`config.mk`:
```
export PLATFORM = sky130hd
export DESIGN_NAME = int_alu
export DESIGN_NICKNAME = d
export VERILOG_FILES = /design/src/rtl/int_alu_pkg.sv /design/src/rtl/alu_addsub.sv /design/src/rtl/alu_logic.sv /design/src/rtl/alu_shifter.sv /design/src/rtl/int_alu.sv
export SDC_FILE = /design/constraint.sdc
export NUM_CORES = 1
export LEC_CHECK = 0
export ABC_AREA = 0
export BUFFER_PORTS_ARGS = -buffer_cell sky130_fd_sc_hd__buf_2
export CORE_MARGIN = 1.5
export CORE_UTILIZATION = 30
export DETAILED_ROUTE_END_ITERATION = 10
export GPL_TIMING_DRIVEN = 0
export PLACE_DENSITY = 0.54
export SKIP_LAST_GASP = 1
export SLEW_MARGIN = 20
export SYNTH_ARGS = -nofsm -noshare
export SYNTH_HDL_FRONTEND = slang
export SYNTH_SLANG_ARGS = --single-unit
export TNS_END_PERCENT = 50
```
`constraint.sdc`:
```
create_clock -name vclk -period 7.4
set_input_delay 1.48 -clock vclk [all_inputs]
set_output_delay 1.48 -clock vclk [all_outputs]
set_load 0.01 [all_outputs]
```
`src/rtl/int_alu_pkg.sv`:
```
package int_alu_pkg;
  localparam int OP_W = 5;

  typedef enum logic [OP_W-1:0] {
    OP_ADD, OP_ADDU, OP_SUB, OP_SUBU,
    OP_AND, OP_OR, OP_XOR, OP_NOR,
    OP_ADDI, OP_ADDIU, OP_ANDI, OP_ORI, OP_XORI, OP_LUI,
    OP_SLT, OP_SLTU, OP_SLTI, OP_SLTIU,
    OP_SLL, OP_SRL, OP_SRA, OP_SLLV, OP_SRLV, OP_SRAV
  } alu_op_e;

  typedef enum logic [1:0] {LF_AND, LF_OR, LF_XOR, LF_NOR} logic_fn_e;
endpackage

```
`src/rtl/alu_addsub.sv`:
```
module alu_addsub #(
  parameter int W = 32
) (
  input  logic [W-1:0] a_i,
  input  logic [W-1:0] b_i,
  input  logic         sub_i,
  output logic [W-1:0] sum_o,
  output logic         ovf_o,
  output logic         slt_o,
  output logic         sltu_o
);
  logic [W-1:0] b_x;
  logic [W:0]   full;

  assign b_x   = b_i ^ {W{sub_i}};
  assign full  = {1'b0, a_i} + {1'b0, b_x} + {{W{1'b0}}, sub_i};
  assign sum_o = full[W-1:0];
  // same-sign inputs to the adder, different-sign output
  assign ovf_o  = (a_i[W-1] == b_x[W-1]) && (sum_o[W-1] != a_i[W-1]);
  assign slt_o  = sum_o[W-1] ^ ovf_o;
  assign sltu_o = ~full[W];
endmodule

```
`src/rtl/alu_logic.sv`:
```
module alu_logic #(
  parameter int W = 32
) (
  input  logic [W-1:0]               a_i,
  input  logic [W-1:0]               b_i,
  input  int_alu_pkg::logic_fn_e     fn_i,
  output logic [W-1:0]               y_o
);
  import int_alu_pkg::*;
  always_comb begin
    unique case (fn_i)
      LF_AND:  y_o = a_i & b_i;
      LF_OR:   y_o = a_i | b_i;
      LF_XOR:  y_o = a_i ^ b_i;
      default: y_o = ~(a_i | b_i);
    endcase
  end
endmodule

```
`src/rtl/alu_shifter.sv`:
```
module alu_shifter #(
  parameter int W  = 32,
  parameter int SW = $clog2(W)
) (
  input  logic [W-1:0]  data_i,
  input  logic [SW-1:0] amt_i,
  input  logic          left_i,
  input  logic          arith_i,
  output logic [W-1:0]  y_o
);
  logic [W-1:0] pre, post;
  logic         fill;

  assign fill = arith_i & ~left_i & data_i[W-1];

  // left shift = right shift of the bit-reversed word
  for (genvar g = 0; g < W; g++) begin : g_rev
    assign pre[g] = left_i ? data_i[W-1-g] : data_i[g];
    assign y_o[g] = left_i ? post[W-1-g]   : post[g];
  end

  always_comb begin
    post = pre;
    for (int s = 0; s < SW; s++) begin
      if (amt_i[s])
        post = (post >> (1 << s)) | (fill ? ~({W{1'b1}} >> (1 << s)) : '0);
    end
  end
endmodule

```
`src/rtl/int_alu.sv`:
```
module int_alu #(
  parameter int DATA_W = 32,
  parameter int IMM_W  = 16,
  parameter int SH_W   = $clog2(DATA_W)
) (
  input  logic [DATA_W-1:0]           rs_i,
  input  logic [DATA_W-1:0]           rt_i,
  input  logic [IMM_W-1:0]            imm_i,
  input  logic [SH_W-1:0]             shamt_i,
  input  logic [int_alu_pkg::OP_W-1:0] op_i,
  output logic [DATA_W-1:0]           result_o,
  output logic                        we_o,
  output logic                        ovf_o
);
  import int_alu_pkg::*;
  localparam int EXT_W = DATA_W - IMM_W;

  alu_op_e       op;
  logic [DATA_W-1:0] imm_sx, imm_zx, opb, as_sum, lg_y, sh_y;
  logic          as_sub, as_ovf, as_slt, as_sltu, trap_op;
  logic          sh_left, sh_arith, sh_var;
  logic [SH_W-1:0] sh_amt;
  logic_fn_e     lf;

  assign op     = alu_op_e'(op_i);
  assign imm_sx = {{EXT_W{imm_i[IMM_W-1]}}, imm_i};
  assign imm_zx = {{EXT_W{1'b0}}, imm_i};

  always_comb begin
    unique case (op)
      OP_ADDI, OP_ADDIU, OP_SLTI, OP_SLTIU: opb = imm_sx;
      OP_ANDI, OP_ORI, OP_XORI:             opb = imm_zx;
      default:                              opb = rt_i;
    endcase
  end

  assign as_sub  = !(op inside {OP_ADD, OP_ADDU, OP_ADDI, OP_ADDIU});
  assign trap_op = op inside {OP_ADD, OP_ADDI, OP_SUB};

  alu_addsub #(.W(DATA_W)) u_as (
    .a_i(rs_i), .b_i(opb), .sub_i(as_sub),
    .sum_o(as_sum), .ovf_o(as_ovf), .slt_o(as_slt), .sltu_o(as_sltu)
  );

  always_comb begin
    unique case (op)
      OP_AND, OP_ANDI: lf = LF_AND;
      OP_OR,  OP_ORI:  lf = LF_OR;
      OP_XOR, OP_XORI: lf = LF_XOR;
      default:         lf = LF_NOR;
    endcase
  end

  alu_logic #(.W(DATA_W)) u_lg (.a_i(rs_i), .b_i(opb), .fn_i(lf), .y_o(lg_y));

  assign sh_var   = op inside {OP_SLLV, OP_SRLV, OP_SRAV};
  assign sh_left  = op inside {OP_SLL, OP_SLLV};
  assign sh_arith = op inside {OP_SRA, OP_SRAV};
  assign sh_amt   = sh_var ? rs_i[SH_W-1:0] : shamt_i;

  alu_shifter #(.W(DATA_W), .SW(SH_W)) u_sh (
    .data_i(rt_i), .amt_i(sh_amt), .left_i(sh_left), .arith_i(sh_arith), .y_o(sh_y)
  );

  always_comb begin
    unique case (op)
      OP_ADD, OP_ADDU, OP_SUB, OP_SUBU, OP_ADDI, OP_ADDIU: result_o = as_sum;
      OP_AND, OP_OR, OP_XOR, OP_NOR, OP_ANDI, OP_ORI, OP_XORI: result_o = lg_y;
      OP_LUI:               result_o = {imm_i, {EXT_W{1'b0}}};
      OP_SLT, OP_SLTI:      result_o = {{(DATA_W-1){1'b0}}, as_slt};
      OP_SLTU, OP_SLTIU:    result_o = {{(DATA_W-1){1'b0}}, as_sltu};
      OP_SLL, OP_SRL, OP_SRA, OP_SLLV, OP_SRLV, OP_SRAV: result_o = sh_y;
      default:              result_o = '0;
    endcase
  end

  assign ovf_o = trap_op & as_ovf;
  assign we_o  = ~ovf_o;
endmodule

```
==> flow_summary.yaml <==
run_status:
  status: "finished, final reports clean"
hold_path:
  hold_depth: 4
  min_from: "imm_i[4]"
  hp-class: "input pin to primary output"
  holdPathEnd: "result_o[20]"
power_and_ir_drop:
  leakagePower_nw: 4.33
  power_density_nw_per_um2: 107
  peakVddDrop_mv: 0.0555
layout:
  syn2layout_area_growth_pct: 16.7
  seq_area_um2: 0
  drive_gt1_share_pct: 18.3
  diodes: 0
  seq_cell_count: 0
  n_clock_buffer: 0
  nNetsFinal: 1566
routing:
  vias: 11000
  avgViaCountPerCell: 6.38
  drt_drc_violations_left: 0
  wl_um: 44800
  first_pass_iters: 6
  post_drt_wl_per_cell_um: 26.1
  drtIter0Drc: 1467
  drt.antenna.violating_nets: 0
yosys:
  yosys-top-cells-area: "ha_1 (14%), a21oi_1 (6.8%), mux2i_1 (6.5%)"
  syn-num-nets: 1436
  ys_top_cells_by_count: "nand2_1 (139), a21oi_1 (112), ha_1 (95), inv_1 (85), o21ai_0 (79)"
  yosys_warnings: 0
  synth_top_cell_area_share_pct: 14.3
  synth_cell_types: 81
  syn_area_per_cell_um2: 6.64
  syn_inst: 1250
  synth_top_area_cell: "ha_1"
  synth.most_common_cell: "nand2_1"
  seq_area_frac_synth_pct: 0
  synth_area_um2: 8300
grt:
  track_usage_pct: 30.2
  grt_pass1_wl_um: 65300
  gr-total-overflow: 0
  grt_pass1_vias: 10000
  antenna_found_initial: 0
  grt_max_degree: 20
critical_path:
  startpoint_type: "input pin"
  cp_cell_sequence: "clkbuf_4 -> o21ai_0 -> a21oi_2 -> buf_4 -> clkbuf_8 -> mux2i_4 -> xor2_1 -> ha_1 -> clkbuf_1 -> a21o_1 -> a21oi_2 -> o21a_1 -> a21boi_2 -> nor2_1 -> a31oi_1 -> xnor2_1 -> a222oi_1 -> o221ai_1 -> buf_2"
  cpPeakStageDelay_ns: 0.69
  critPathMostFrequentCell: "a21oi_2"
  cp.arrival_ns: 5.82
  cpMaxStageDelayCell: "a222oi_1"
  crit_required_ns: 5.92
  end_kind: "primary output"
  worstPathMaxFanout: 13
  critPathKind: "input pin to primary output"
timing:
  tns_ns: 0
  setup_violations: 0
  fmax_mhz: 137
  timing.final.max_slew_violations: 0
  period_needed_ns: 7.30
  min_period_over_period_pct: 98.6
  maxSlewHeadroom_pct: 34.1
  whs_ns: 3.47
  rsz0062_at_grt: "true"
  hold_viol_final: 0
  worst_pin_slew_ns: 0.977
floorplanning:
  coreArea_um2: 27000
  boundaryPins: 124
  die_area_um2: 28700
  die_x_um: 169
  initial_utilization_pct: 30.7
  row_count: 60
  die_y_um: 169
place:
  dpl.hpwl_um: 36800
  io_buffers: 122
  place_congestion: 1.00
job:
  max-cap-violations: 0
clock_tree:
  cts_hold_buf: 0
-- critical path: cells and delay by family --
family / cells / cell delay, ns
AO/OA/AOI/OAI: 9 / 2.47
XOR/XNOR: 2 / 0.29
adder cells (fa/ha/maj): 1 / 0.24
buffers and inverters: 5 / 0.94
multiplexers: 1 / 0.30
AND/OR/NAND/NOR: 1 / 0.09
-- power breakdown --
part	switching, mW	internal (mW)	leakage [nW]	total, mW
sequential	0	0	0	0
combinational	0.668	0.373	4.33	1.04
clock	0	0	0	0
-- how the worst max path moves through the flow --
stage	startpoint	end	slack, ns	cells after the start
floorplan	op_i[1]	ovf_o	0.55	20
global placement	op_i[1]	result_o[25]	-1.44	22
detailed placement	op_i[1]	result_o[25]	-1.37	22
CTS	op_i[2]	result_o[13]	-0.01	17
global route	op_i[2]	result_o[13]	-0.007	19
finish	op_i[2]	result_o[13]	0.10	19
-- metrics by stage --
step	instances	cell area, um^2	utilization, %	setup slack (ns)	power (mW)
5_1_grt	1719	9690	35.9	-0.00654	1.11
6_report	1719	9690	35.9	0.104	1.04
2_1_floorplan	1250	8300	-	0.545	0.621
4_1_cts	1720	9600	35.5	-0.0100	1.00
3_5_place_dp	1715	9370	34.7	-1.37	0.965
3_3_place_gp	1713	9340	34.6	-1.44	0.964
-- what timing repair did --
item                                    in CTS  in global routing
endpoints found under the setup margin      28                 17
cloned                                       0                  0
setup buffers                                8                  1
pin swaps                                    5                  4
endpoints found under the hold margin        0                  0
gates resized for setup                     48                 22
-- per-layer routing --
metal / global-route usage (%) / share of wire, %
met3: 2.82 / 9.1
met5: 0 / 0
met2: 47.6 / 43
met1: 42.1 / 43
met4: 12.5 / 4.9
-- cell families (layout without fill, tap and decap cells) --
family	count (synthesis)	after routing	share of synthesized area, %
compound gates	495	495	40.6
simple gates	335	335	18.8
buf+inv	182	310	8.74
fa+ha+maj	96	96	14.6
mux	82	82	11.0
xor+xnor	60	60	6.33
-- placed cells by master, fill, tap and decap left out, drive strengths merged, types with 4 or more instances in the layout --
cell	instances
a221o	9
a22oi	22
a21o	20
a211oi	9
o221ai	33
o211ai	15
ha	95
nand4	7
and3	7
xnor2	16
nor2	80
a21boi	4
a32oi	13
xor2	44
a221oi	22
buf	160
o21a	9
or3	4
a2bb2oi	5
mux4	4
inv	87
a311oi	8
nand2	139
o21bai	9
mux2i	55
clkbuf	63
nor2b	12
mux2	23
a21oi	114
o21ai	85
nand3	38
nand2b	6
or2	6
a211o	4
and2	6
o22a	12
o22ai	57
a31oi	11
nor3	13
-- final cells by class --
cell class,instances,area [um^2]
Tap cell,341,427
Timing Repair Buffer,133,693
Buffer,90,424
Multi-Input combinational cell,1068,7820
Inverter,87,327
Fill cell,2978,17300
(Power assumes the default switching activity.)
